===== src/rtl/l1ic_pkg.sv =====
package l1ic_pkg;
  localparam int WORD_BITS = 32;
  localparam int MAX_WORDS = 4;
  localparam int MAX_CPUS  = 4;
  localparam int IDX_W     = $clog2(MAX_WORDS);
  localparam int CPU_W     = $clog2(MAX_CPUS);

  typedef enum logic [1:0] {
    RD_ZERO   = 2'd0,
    RD_ENABLE = 2'd1,
    RD_STATUS = 2'd2
  } rdSrc_e;

  // Strobes from the address decoder to the register datapath
  typedef struct packed {
    logic              enWrite;
    rdSrc_e            rdSrc;
    logic [CPU_W-1:0]  cpuSel;
    logic [IDX_W-1:0]  wordIdx;
  } regStrobe_t;
endpackage


===== src/rtl/l1ic_ctrl.sv =====
module l1ic_ctrl
  import l1ic_pkg::*;
#(
  parameter int N_WORDS  = 4,
  parameter int NUM_CPUS = 2,
  parameter int ADDR_W   = 8
) (
  input  logic [ADDR_W-1:0] busAddr,
  input  logic              busWrEn,
  output regStrobe_t        strobe
);
  localparam int OFF_W  = $clog2(2 * N_WORDS);
  localparam int SLOT_W = OFF_W - 1;
  localparam int BANK_W = ADDR_W - OFF_W;

  logic [OFF_W-1:0]  offs;
  logic [SLOT_W-1:0] slot;
  logic [BANK_W-1:0] bankNum;
  logic              inBank;
  logic              isStatus;

  assign offs     = busAddr[OFF_W-1:0];
  assign bankNum  = busAddr[ADDR_W-1:OFF_W];
  assign isStatus = offs[OFF_W-1];
  assign slot     = offs[SLOT_W-1:0];
  assign inBank   = int'(bankNum) < NUM_CPUS;

  always_comb begin
    strobe.cpuSel  = CPU_W'(bankNum);
    // reversed word order: the first slot of a group covers the top sources
    strobe.wordIdx = IDX_W'(N_WORDS - 1) - IDX_W'(slot);
    strobe.enWrite = busWrEn && inBank && !isStatus;
    if (!inBank)
      strobe.rdSrc = RD_ZERO;
    else if (isStatus)
      strobe.rdSrc = RD_STATUS;
    else
      strobe.rdSrc = RD_ENABLE;
  end
endmodule


===== src/rtl/l1ic_datapath.sv =====
module l1ic_datapath
  import l1ic_pkg::*;
#(
  parameter int N_WORDS  = 4,
  parameter int NUM_CPUS = 2
) (
  input  logic                           clk,
  input  logic                           rstN,
  input  regStrobe_t                     strobe,
  input  logic [WORD_BITS-1:0]           wrData,
  input  logic [WORD_BITS*N_WORDS-1:0]   irqSrc,
  output logic [WORD_BITS-1:0]           rdData,
  output logic [NUM_CPUS-1:0]            cpuIrq
);
  logic [WORD_BITS-1:0] enReg [NUM_CPUS][N_WORDS];
  logic [N_WORDS-1:0]   wordHit [NUM_CPUS];
  logic [NUM_CPUS-1:0]  pend;
  logic [NUM_CPUS-1:0]  enAny;
  logic [NUM_CPUS-1:0]  irqQ;
  logic [WORD_BITS-1:0] rdNext;
  logic [WORD_BITS-1:0] rdQ;

  // Enable register file: whole-word replace on a decoded write
  always_ff @(posedge clk or negedge rstN) begin
    if (!rstN) begin
      for (int c = 0; c < NUM_CPUS; c++)
        for (int w = 0; w < N_WORDS; w++)
          enReg[c][w] <= '0;
    end else if (strobe.enWrite) begin
      for (int c = 0; c < NUM_CPUS; c++)
        for (int w = 0; w < N_WORDS; w++)
          if (int'(strobe.cpuSel) == c && int'(strobe.wordIdx) == w)
            enReg[c][w] <= wrData;
    end
  end

  // Per-bank pending reduction
  always_comb begin
    for (int c = 0; c < NUM_CPUS; c++) begin
      enAny[c] = 1'b0;
      for (int w = 0; w < N_WORDS; w++) begin
        wordHit[c][w] = |(irqSrc[WORD_BITS*w +: WORD_BITS] & enReg[c][w]);
        enAny[c]      = enAny[c] | (|enReg[c][w]);
      end
      pend[c] = |wordHit[c];
    end
  end

  always_ff @(posedge clk or negedge rstN) begin
    if (!rstN) irqQ <= '0;
    else       irqQ <= pend;
  end

  // Read mux, registered once
  always_comb begin
    rdNext = '0;
    case (strobe.rdSrc)
      RD_ENABLE: begin
        for (int c = 0; c < NUM_CPUS; c++)
          for (int w = 0; w < N_WORDS; w++)
            if (int'(strobe.cpuSel) == c && int'(strobe.wordIdx) == w)
              rdNext = enReg[c][w];
      end
      RD_STATUS: begin
        for (int w = 0; w < N_WORDS; w++)
          if (int'(strobe.wordIdx) == w)
            rdNext = irqSrc[WORD_BITS*w +: WORD_BITS];
      end
      default: rdNext = '0;
    endcase
  end

  always_ff @(posedge clk or negedge rstN) begin
    if (!rstN) rdQ <= '0;
    else       rdQ <= rdNext;
  end

  assign rdData = rdQ;
  assign cpuIrq = irqQ;

  AST_RD_ZERO_OUTSIDE: assert property (@(posedge clk) disable iff (!rstN)
    strobe.rdSrc == RD_ZERO |=> rdData == '0);

  for (genvar gc = 0; gc < NUM_CPUS; gc++) begin : g_cpuChk
    AST_IRQ_NEEDS_ENABLE: assert property (@(posedge clk) disable iff (!rstN)
      cpuIrq[gc] |-> $past(enAny[gc]));
    AST_IRQ_QUIET_SOURCES: assert property (@(posedge clk) disable iff (!rstN)
      irqSrc == '0 |=> !cpuIrq[gc]);
    for (genvar gw = 0; gw < N_WORDS; gw++) begin : g_wordChk
      AST_EN_HOLD_NO_WRITE: assert property (@(posedge clk) disable iff (!rstN)
        !(strobe.enWrite && int'(strobe.cpuSel) == gc && int'(strobe.wordIdx) == gw)
        |=> $stable(enReg[gc][gw]));
    end
  end

  for (genvar gw = 0; gw < N_WORDS; gw++) begin : g_statChk
    AST_STATUS_RAW: assert property (@(posedge clk) disable iff (!rstN)
      (strobe.rdSrc == RD_STATUS && int'(strobe.wordIdx) == gw)
      |=> rdData == $past(irqSrc[WORD_BITS*gw +: WORD_BITS]));
  end
endmodule


===== src/rtl/l1_irq_ctrl.sv =====
module l1_irq_ctrl
  import l1ic_pkg::*;
#(
  parameter int N_WORDS  = 4,
  parameter int NUM_CPUS = 2,
  parameter int ADDR_W   = 8
) (
  input  logic                         clk,
  input  logic                         rstN,
  input  logic [ADDR_W-1:0]            busAddr,
  input  logic                         busWrEn,
  input  logic [WORD_BITS-1:0]         busWrData,
  output logic [WORD_BITS-1:0]         busRdData,
  input  logic [WORD_BITS*N_WORDS-1:0] irqSrc,
  output logic [NUM_CPUS-1:0]          cpuIrq
);
  regStrobe_t strobe;

  l1ic_ctrl #(
    .N_WORDS (N_WORDS),
    .NUM_CPUS(NUM_CPUS),
    .ADDR_W  (ADDR_W)
  ) ctrl_i (
    .busAddr(busAddr),
    .busWrEn(busWrEn),
    .strobe (strobe)
  );

  l1ic_datapath #(
    .N_WORDS (N_WORDS),
    .NUM_CPUS(NUM_CPUS)
  ) dp_i (
    .clk   (clk),
    .rstN  (rstN),
    .strobe(strobe),
    .wrData(busWrData),
    .irqSrc(irqSrc),
    .rdData(busRdData),
    .cpuIrq(cpuIrq)
  );
endmodule


===== config.mk =====
export PLATFORM = sky130hd
export DESIGN_NAME = l1_irq_ctrl
export DESIGN_NICKNAME = d
export VERILOG_FILES = /design/src/rtl/l1ic_pkg.sv /design/src/rtl/l1ic_ctrl.sv /design/src/rtl/l1ic_datapath.sv /design/src/rtl/l1_irq_ctrl.sv
export SDC_FILE = /design/constraint.sdc
export NUM_CORES = 1
export LEC_CHECK = 0
export BUFFER_PORTS_ARGS = -buffer_cell sky130_fd_sc_hd__buf_2
export CORE_ASPECT_RATIO = 0.6
export CORE_MARGIN = 1.5
export CORE_UTILIZATION = 45
export CTS_CLUSTER_DIAMETER = 120
export DETAILED_ROUTE_END_ITERATION = 6
export PLACE_DENSITY_LB_ADDON = 0.08
export SLEW_MARGIN = 20
export SYNTH_ARGS = -nofsm -noshare
export SYNTH_HDL_FRONTEND = slang
export SYNTH_SLANG_ARGS = --single-unit

===== constraint.sdc =====
create_clock -name clk -period 3.9 [get_ports clk]
set_input_delay 0.195 -clock clk [delete_from_list [all_inputs] [get_ports clk]]
set_output_delay 0.195 -clock clk [all_outputs]
set_load 0.01 [all_outputs]

**Yosys cells after proc, flatten, opt, wreduce, memory -nomap -nowiden**

Cells that the tools add are included.

- ROM bits: 0
- Bits in latches: 0
- Output and inout bits: 34
- Memory bits (writable): 0
- Memories: 0
- Register bits: 290
- Bits of input ports: 171

- Add/sub/neg operators: 1
- $lt $le $gt $ge: 1
- Eq/ne operators: 6
- Reduce and logical (&&, ||, !) cells: 23
- Muxes and demuxes: 15
- Divide/modulo/power cells: 0
- Bitwise logic cells: 8
- Shifts and indexed selects: 0
- $mul: 0

Operator list:

| cell | number |
|---|---|
| two-way mux 32 bit | 12 |
| bitwise AND 32 bit | 8 |
| OR reduction 128 bit | 2 |
| case mux 32 bit (2 select lines) | 1 |
| AND reduction 2 bit | 8 |
| logical AND 1 bit | 10 |
| equality test 2 bit (second input constant) | 4 |
| less-than comparator 5 x 2 -> 1 bit (second input constant) | 1 |
| equality test 2 x 1 -> 1 bit (second input constant) | 2 |
| zero test 2 bit | 2 |
| two-way mux 2 bit | 2 |
| subtractor 2 bit (first input constant) | 1 |
| zero test 1 bit | 1 |

**Longest topological paths before layout**

Gate-level depths: netlist of run 1.

- Word-level depth: 12
- Gate-level depth with buffers: 8

**Hierarchy**

From an unflattened synthesis of run 1, not the netlist that was laid out.

- Cells, all modules: 1189
- Area total of the unflattened synthesis: 15192.1 sq um

Modules (own cells, without submodules):

| module | instances | cells an instance | sequential area each (sq um) | area each (sq um) |
|---|---|---|---|---|
| l1ic_datapath | 1 | 1180 | 7257.0 | 15134.5 |
| l1ic_ctrl | 1 | 9 | 0.0 | 57.6 |

**Least setup slack after synthesis of run 1**

Ideal clock, no wire load.

- Kind: input to register
- Start: in busAddr[7]
- End: reg dp_i.enReg[161] in the netlist's numbering
- Library setup time: 0.125 ns
- Setup slack: 2.134 ns
- Cell stages on the path: 7
- Arrival time: 1.642 ns
- Buffers on the path: 2
- Path through: nor4_2 > and2b_1 > buf_4 > nand3_4 > nor3_4 > buf_6 > mux2_2

- Longest elaborated chain between the ends: 4

RTL lines:

| item | line | source |
|---|---|---|
| start, declared | l1_irq_ctrl.sv:10 | `input logic [ADDR_W-1:0] busAddr,` |
| less-than comparator 5 x 2 -> 1 bit | l1ic_ctrl.sv:26 | `assign inBank = int'(bankNum) < NUM_CPUS;` |
| logical AND 1 bit (2 in series) | l1ic_ctrl.sv:32 | `strobe.enWrite = busWrEn && inBank && !isStatus;` |
| AND reduction 2 bit (no source line) | -- |  |
| end signal, assigned by index | l1ic_datapath.sv:33 | `enReg[c][w] <= wrData;` |
| end, declared | l1ic_datapath.sv:15 | `logic [WORD_BITS-1:0] enReg [NUM_CPUS][N_WORDS];` |

No other way between the ends.
A chain may end at the register's enable or synchronous reset.

**Worst setup path after layout of run 1**

- Start: reg dp_i.enReg[238] in the netlist's numbering
- End: reg dp_i.irqQ[0] (netlist: dp_i.cpuIrq[0])

- Longest elaborated chain between the ends: 2

RTL lines:

| item | line | source |
|---|---|---|
| bitwise AND 32 bit | l1ic_datapath.sv:42 | `wordHit[c][w] = \|(irqSrc[WORD_BITS*w +: WORD_BITS] & enReg[c][w]);` |
| OR reduction 128 bit | l1ic_datapath.sv:45 | `pend[c] = \|wordHit[c];` |
| net dp_i.pend[0] | l1ic_datapath.sv:17 | `logic [NUM_CPUS-1:0] pend;` |
| end signal, assigned | l1ic_datapath.sv:51 | `else irqQ <= pend;` |
| end, declared | l1ic_datapath.sv:19 | `logic [NUM_CPUS-1:0] irqQ;` |

The timed path passes the listed nets, and every way through them passes these cells.

==> flow_summary.yaml, run 1 <==
run_status:
  status: "complete, no violations"
synthesis:
  synth.distinct_cells: 45
  yosysTopAreaCellShare: 0.486
  syn_area_um2: 14900
  ys_async_sr_fraction: 1.00
  synthCells: 1151
  ys_seq_area_frac: 0.486
  synth.net_count: 1322
  synth_top_family_by_area: "multiplexers"
  synth.area.top_cells: "dfrtp_1 49%, mux2_2 21%, mux4_2 6.0%"
  yosys_warnings: 0
  synth_compound_area_frac: 0.143
  synthMuxAreaShare: 0.289
  yosys.area_share.simple: 0.0548
  synthXorXnorAreaFrac: 0
  synth_ff_type: "dfrtp_1"
  avgSynthCellArea_um2: 13.0
  synth-seq-cells: 290
  synth_top_cell_by_area: "dfrtp_1"
  synth_edf_count: 0
  synth_fa_ha_area_frac: 0
placement:
  place_area_um2: 16400
  io_buffers: 204
  gp_congestion: 1.03
  place_ws_ps: 1080
  dpl.hpwl_um: 55900
critical_path:
  crit_type: "reg -> reg"
  slowest_delay_ps: 580
  crit_start: "dp_i.enReg[238]$_DFFE_PN0P_"
  worstPathBufferInverterCount: 0
  r2r_end: "dp_i.cpuIrq[0]$_DFF_PN0_"
  crit_path_start_kind: "register"
  r2r_start: "dp_i.enReg[238]$_DFFE_PN0P_"
  critPathTopFamily: "compound AO/OA/AOI/OAI gates"
  crit_required_ps: 4280
  arrival_ps: 2700
  path_max_fanout: 3
  endpoint_kind: "register"
  crit_chain: "a22o_1 > a221oi_1 > nand4_1 > nor3_1 > nand3_1"
  worstRegToRegCells: 5
  slowest_stage: "a221oi_1"
  ff2ff_setup_slack_ps: 1580
floorplanning:
  die_h_um: 144
  ios: 205
  core_region_area_um2: 32500
  dieArea_um2: 34300
  chipWidth_um: 238
  std_cell_rows: 51
  start_util: 0.459
power_and_ir_drop:
  irDropWorstVdd_uv: 328
  p_leak_uw: 0.00841
  total_power_uw: 7210
  power.density_nw_per_um2: 408
clocking:
  cts-resized-gates: 0
  clockBufferDepth: 3
  cts.sinks: 290
  cts_made_buffers: 29
  cts_root_buf: "clkbuf_16"
  cts_max_level: 1
  insertion_delay_ps: 580
  cts_tree: "yes"
  post_cts_buffers: 0
  clk_pin_slew_worst_paths_ps: 70
finish:
  mostFrequentLayoutCells: "290 x dfrtp_1, 276 x mux2_2, 201 x buf_2"
  final_area_um2: 17700
  area_growth_pct: 18.4
  final_common_cell: "dfrtp_1"
  regArea_um2: 7260
  multiInputGateArea_um2: 7270
  layout-drive-gt1-share: 0.445
  nets: 1538
  fillers: 2825
sta:
  maxSlewViolCount: 0
  finalHoldViolations: 0
  min_period_ps: 2320
  max_slew_margin: 0.267
  clock_skew_ps: 15.8
  period_share: 0.594
  setup_viol_count_final: 0
  worst_slew_pin_slew_ps: 1100
  setup_ws_ps: 1580
  setup_tns_ps: 0
  max_freq_mhz: 432
  rsz0062_at_grt: "false"
detailed_routing:
  dr.pass1.iters: 6
  drc: 0
  first_iter_violations: 2107
  ant_nets: 0
  wl_per_cell_um: 40.9
  via_per_inst: 7.13
  wl_um: 74300
  vias: 12947
global_routing:
  track_usage: 0.431
  grt_pass1_wl_um: 101000
  grt_pass1_vias: 12150
  antenna_found_initial: 4
  grt_max_degree: 110
  grt_overflow: 0
hold_path:
  hold_path_end: "dp_i.enReg[55]$_DFFE_PN0P_"
  hold_depth: 2
  holdCritStartpoint: "busWrData[23]"
  hp-class: "in -> reg"
flow_run:
  drv_cap: 0
## power breakdown
part	internal (uW)	leakage (uW)	switching, uW
Clock	1850	0.000517	1280
Combinational	320	0.00388	553
Sequential	3090	0.00402	120
Total	5260	0.00841	1950
## logic make-up after synthesis
kind of cell | Yosys count
AND/OR/NAND/NOR | 159
buffers and inverters | 74
multiplexers | 345
AO/OA/AOI/OAI | 283
flip-flops | 290
## repair_timing
item                       4_1_cts  5_1_grt
hold endpoints to repair       249        0
setup endpoints to repair        0        0
hold buffers                    22        0
## flip-flops by register name (all words and copies together) (netlist names)
signal	cells
dp_i.cpuIrq	2
dp_i.enReg	256
dp_i.rdData	32
## synthesized netlist by cell type (all sizes together), types with 2 or more instances
cell type	count
a211oi	9
a21oi	30
a221oi	44
a222oi	10
a22o	51
a22oi	58
a2bb2oi	2
and2	2
buf	52
clkbuf	20
clkinv	2
dfrtp	290
mux2	286
mux2i	19
mux4	40
nand2	44
nand2b	3
nand3	8
nand4	21
nor2	50
nor2b	6
nor3	16
nor4	5
o21a	3
o21ai	24
o221ai	6
o22ai	23
o311ai	2
o31ai	11
o41ai	9
or2	2
## per-layer routing
| layer | global-route usage | up-vias | part of all wire | routed length [um] |
|---|---|---|---|---|
| met5 | 0 | - | 0 | 0 |
| met4 | 0.132 | 0 | 0.036 | 2680 |
| met3 | 0.178 | 174 | 0.15 | 11300 |
| met2 | 0.566 | 1078 | 0.38 | 28400 |
| met1 | 0.637 | 6682 | 0.43 | 31900 |
| li1 | - | 5013 | - | - |
## metrics by stage
step                 util  hold WS (ps)  cells
global route        0.543          25.5   1813
global placement    0.504           342   1738
finish              0.543          12.1   1815
floorplan               -          -101   1151
detailed placement  0.504           341   1738
CTS                 0.543          5.26   1813
## layout make-up
cell class / instances / area share
antenna: 2 / 0.000283
clock buffer: 39 / 0.0477
clock inverter: 14 / 0.0120
inverter: 2 / 0.000425
multi-input combinational: 787 / 0.412
sequential: 290 / 0.411
tap: 424 / 0.0300
timing repair buffer: 257 / 0.0873
## worst max path at each step
stage                                        to  slack (ps)  cells past startpoint
finish                 dp_i.cpuIrq[0]$_DFF_PN0_        1580                      5
CTS                 dp_i.enReg[254]$_DFFE_PN0P_        1680                      7
floorplan           dp_i.enReg[161]$_DFFE_PN0P_        2130                      7
global route           dp_i.cpuIrq[0]$_DFF_PN0_        1610                      5
global placement    dp_i.enReg[254]$_DFFE_PN0P_        1160                      7
detailed placement  dp_i.enReg[254]$_DFFE_PN0P_        1080                      7
(Power assumes the default switching activity.)
==> run 2, diff against run 1 <==
==> constraint.sdc (replaced) <==
create_clock -name clk -period 2.2 [get_ports clk]
set_input_delay 0.11 -clock clk [delete_from_list [all_inputs] [get_ports clk]]
set_output_delay 0.11 -clock clk [all_outputs]
set_load 0.01 [all_outputs]
==> run 2 against run 1 <==
Effect of this change:
- global-route usage increased by 0.26 points
- first-iteration DRC count is 9.7% higher
- sequential power is 78% higher
- fmax rose by 9.2%
- critical endpoint unchanged
- routed wire length is 0.42% higher
- via count increased by 4.0%
- non-clock buffer count grew 74
- count of clock-buffer cells in the layout is 1 lower
- highest routed layer is now met5
==> flow_summary.yaml, run 2 (synthesis results as in run 1) <==
critical_path:
  crit_path_start_kind: "register"
  crit_type: "reg -> reg"
  path_max_fanout: 3
  arrival_ps: 2510
  ff2ff_setup_slack_ps: 80
  crit_required_ps: 2590
  endpoint_kind: "register"
sta:
  setup_viol_count_final: 0
  setup_ws_ps: 77.4
  setup_tns_ps: 0
  max_freq_mhz: 471
  rsz0062_at_grt: "false"
  worst_slew_pin_slew_ps: 812
  finalHoldViolations: 0
  min_period_ps: 2120
  max_slew_margin: 0.453
  maxSlewViolCount: 0
  period_share: 0.965
  clock_skew_ps: 16.5
clocking:
  cts_made_buffers: 29
  cts_root_buf: "clkbuf_16"
  cts.sinks: 290
  cts_max_level: 1
  post_cts_buffers: 0
  clk_pin_slew_worst_paths_ps: 70
  clockBufferDepth: 3
  cts_tree: "yes"
  insertion_delay_ps: 580
finish:
  mostFrequentLayoutCells: "290 x dfrtp_1, 276 x mux2_2, 201 x buf_2"
  largest_register_ffs: 256
  nets: 1612
  top_register: "dp_i.enReg"
  layout-drive-gt1-share: 0.458
  fin_cells: 1886
  final_area_um2: 18300
  final_common_cell: "dfrtp_1"
  area_growth_pct: 22.7
placement:
  place_area_um2: 17000
  dpl.hpwl_um: 56700
  gp_congestion: 1.08
  io_buffers: 204
  placed_cells: 1796
  place_ws_ps: 75.9
detailed_routing:
  wl_met1_um: 31600
  first_iter_violations: 2311
  top_layer_used: "met5"
  drc: 0
  vias: 13462
  wl_um: 74600
  route.met2.wl_um: 28100
  via_per_inst: 7.14
  dr.pass1.iters: 6
  met3_length_um: 11200
  ant_nets: 0
  wl_per_cell_um: 39.6
floorplanning:
  dieArea_um2: 34300
  ios: 205
  chipWidth_um: 238
  start_util: 0.459
  die_h_um: 144
  core_region_area_um2: 32500
  std_cell_rows: 51
global_routing:
  grt_pass1_wl_um: 102000
  grt_pass1_vias: 12543
  grt_max_degree: 71
  track_usage: 0.434
  antenna_found_initial: 4
  grt_overflow: 0
power_and_ir_drop:
  p_leak_uw: 0.00876
  power.density_nw_per_um2: 682
  irDropWorstVdd_uv: 568
flow_run:
  drv_cap: 0
hold_path:
  hp-class: "in -> async"
run_status:
  status: "complete, no violations"
-- run 2: final cells by class --
type	count	area, um2
multi-input combinational	787	7270
antenna	2	5.00
tap	424	531
inverter	2	7.51
timing repair buffer	331	2300
sequential	290	7260
clock buffer	38	800
clock inverter	12	146
fill	2791	14200
-- run 2: power breakdown --
| group | internal (uW) | switching, uW | total (uW) |
|---|---|---|---|
| clock network | 2900 | 2250 | 5150 |
| registers | 5480 | 213 | 5700 |
| logic | 652 | 998 | 1650 |
| total | 9030 | 3460 | 12500 |
-- run 2: stage by stage --
step	power, uW	hold WS [ps]	util
2_1_floorplan	6300	-186	-
3_3_place_gp	7300	20.6	0.522
3_5_place_dp	7300	20.7	0.522
4_1_cts	12400	0.162	0.563
5_1_grt	12800	20.1	0.563
6_report	12500	19.9	0.563
-- run 2: what timing repair did --
action / in CTS / in global routing
hold buffers: 38 / 0
hold endpoints to repair: 509 / 0
setup endpoints to repair: 0 / 1
resized for setup: 0 / 1
-- run 2: routing by layer --
metal / vias up / track usage
li1: 5155 / -
met5: - / 0
met1: 6974 / 0.640
met4: 4 / 0.176
met2: 1125 / 0.553
met3: 204 / 0.175
-- run 2: worst paths after layout --
check	start	to	depth (start not counted)
setup reg to reg	dp_i.enReg[249]$_DFFE_PN0P_	dp_i.cpuIrq[0]$_DFF_PN0_	5
hold / removal	rstN	dp_i.enReg[70]$_DFFE_PN0P_	2
min in group clk	irqSrc[87]	dp_i.rdData[23]$_DFF_PN0_	4
max in group asynchronous	rstN	dp_i.enReg[119]$_DFFE_PN0P_	3
hold reg to reg	dp_i.enReg[168]$_DFFE_PN0P_	dp_i.enReg[168]$_DFFE_PN0P_	1
setup / recovery	dp_i.enReg[249]$_DFFE_PN0P_	dp_i.cpuIrq[0]$_DFF_PN0_	5
-- run 2: worst max-delay path: stages, from the launching register on --
cell and delay [ps]:
dfrtp_1 420, a22o_1 310, a221oi_1 400, nand4_1 250, nor4_1 330, nand3_1 210
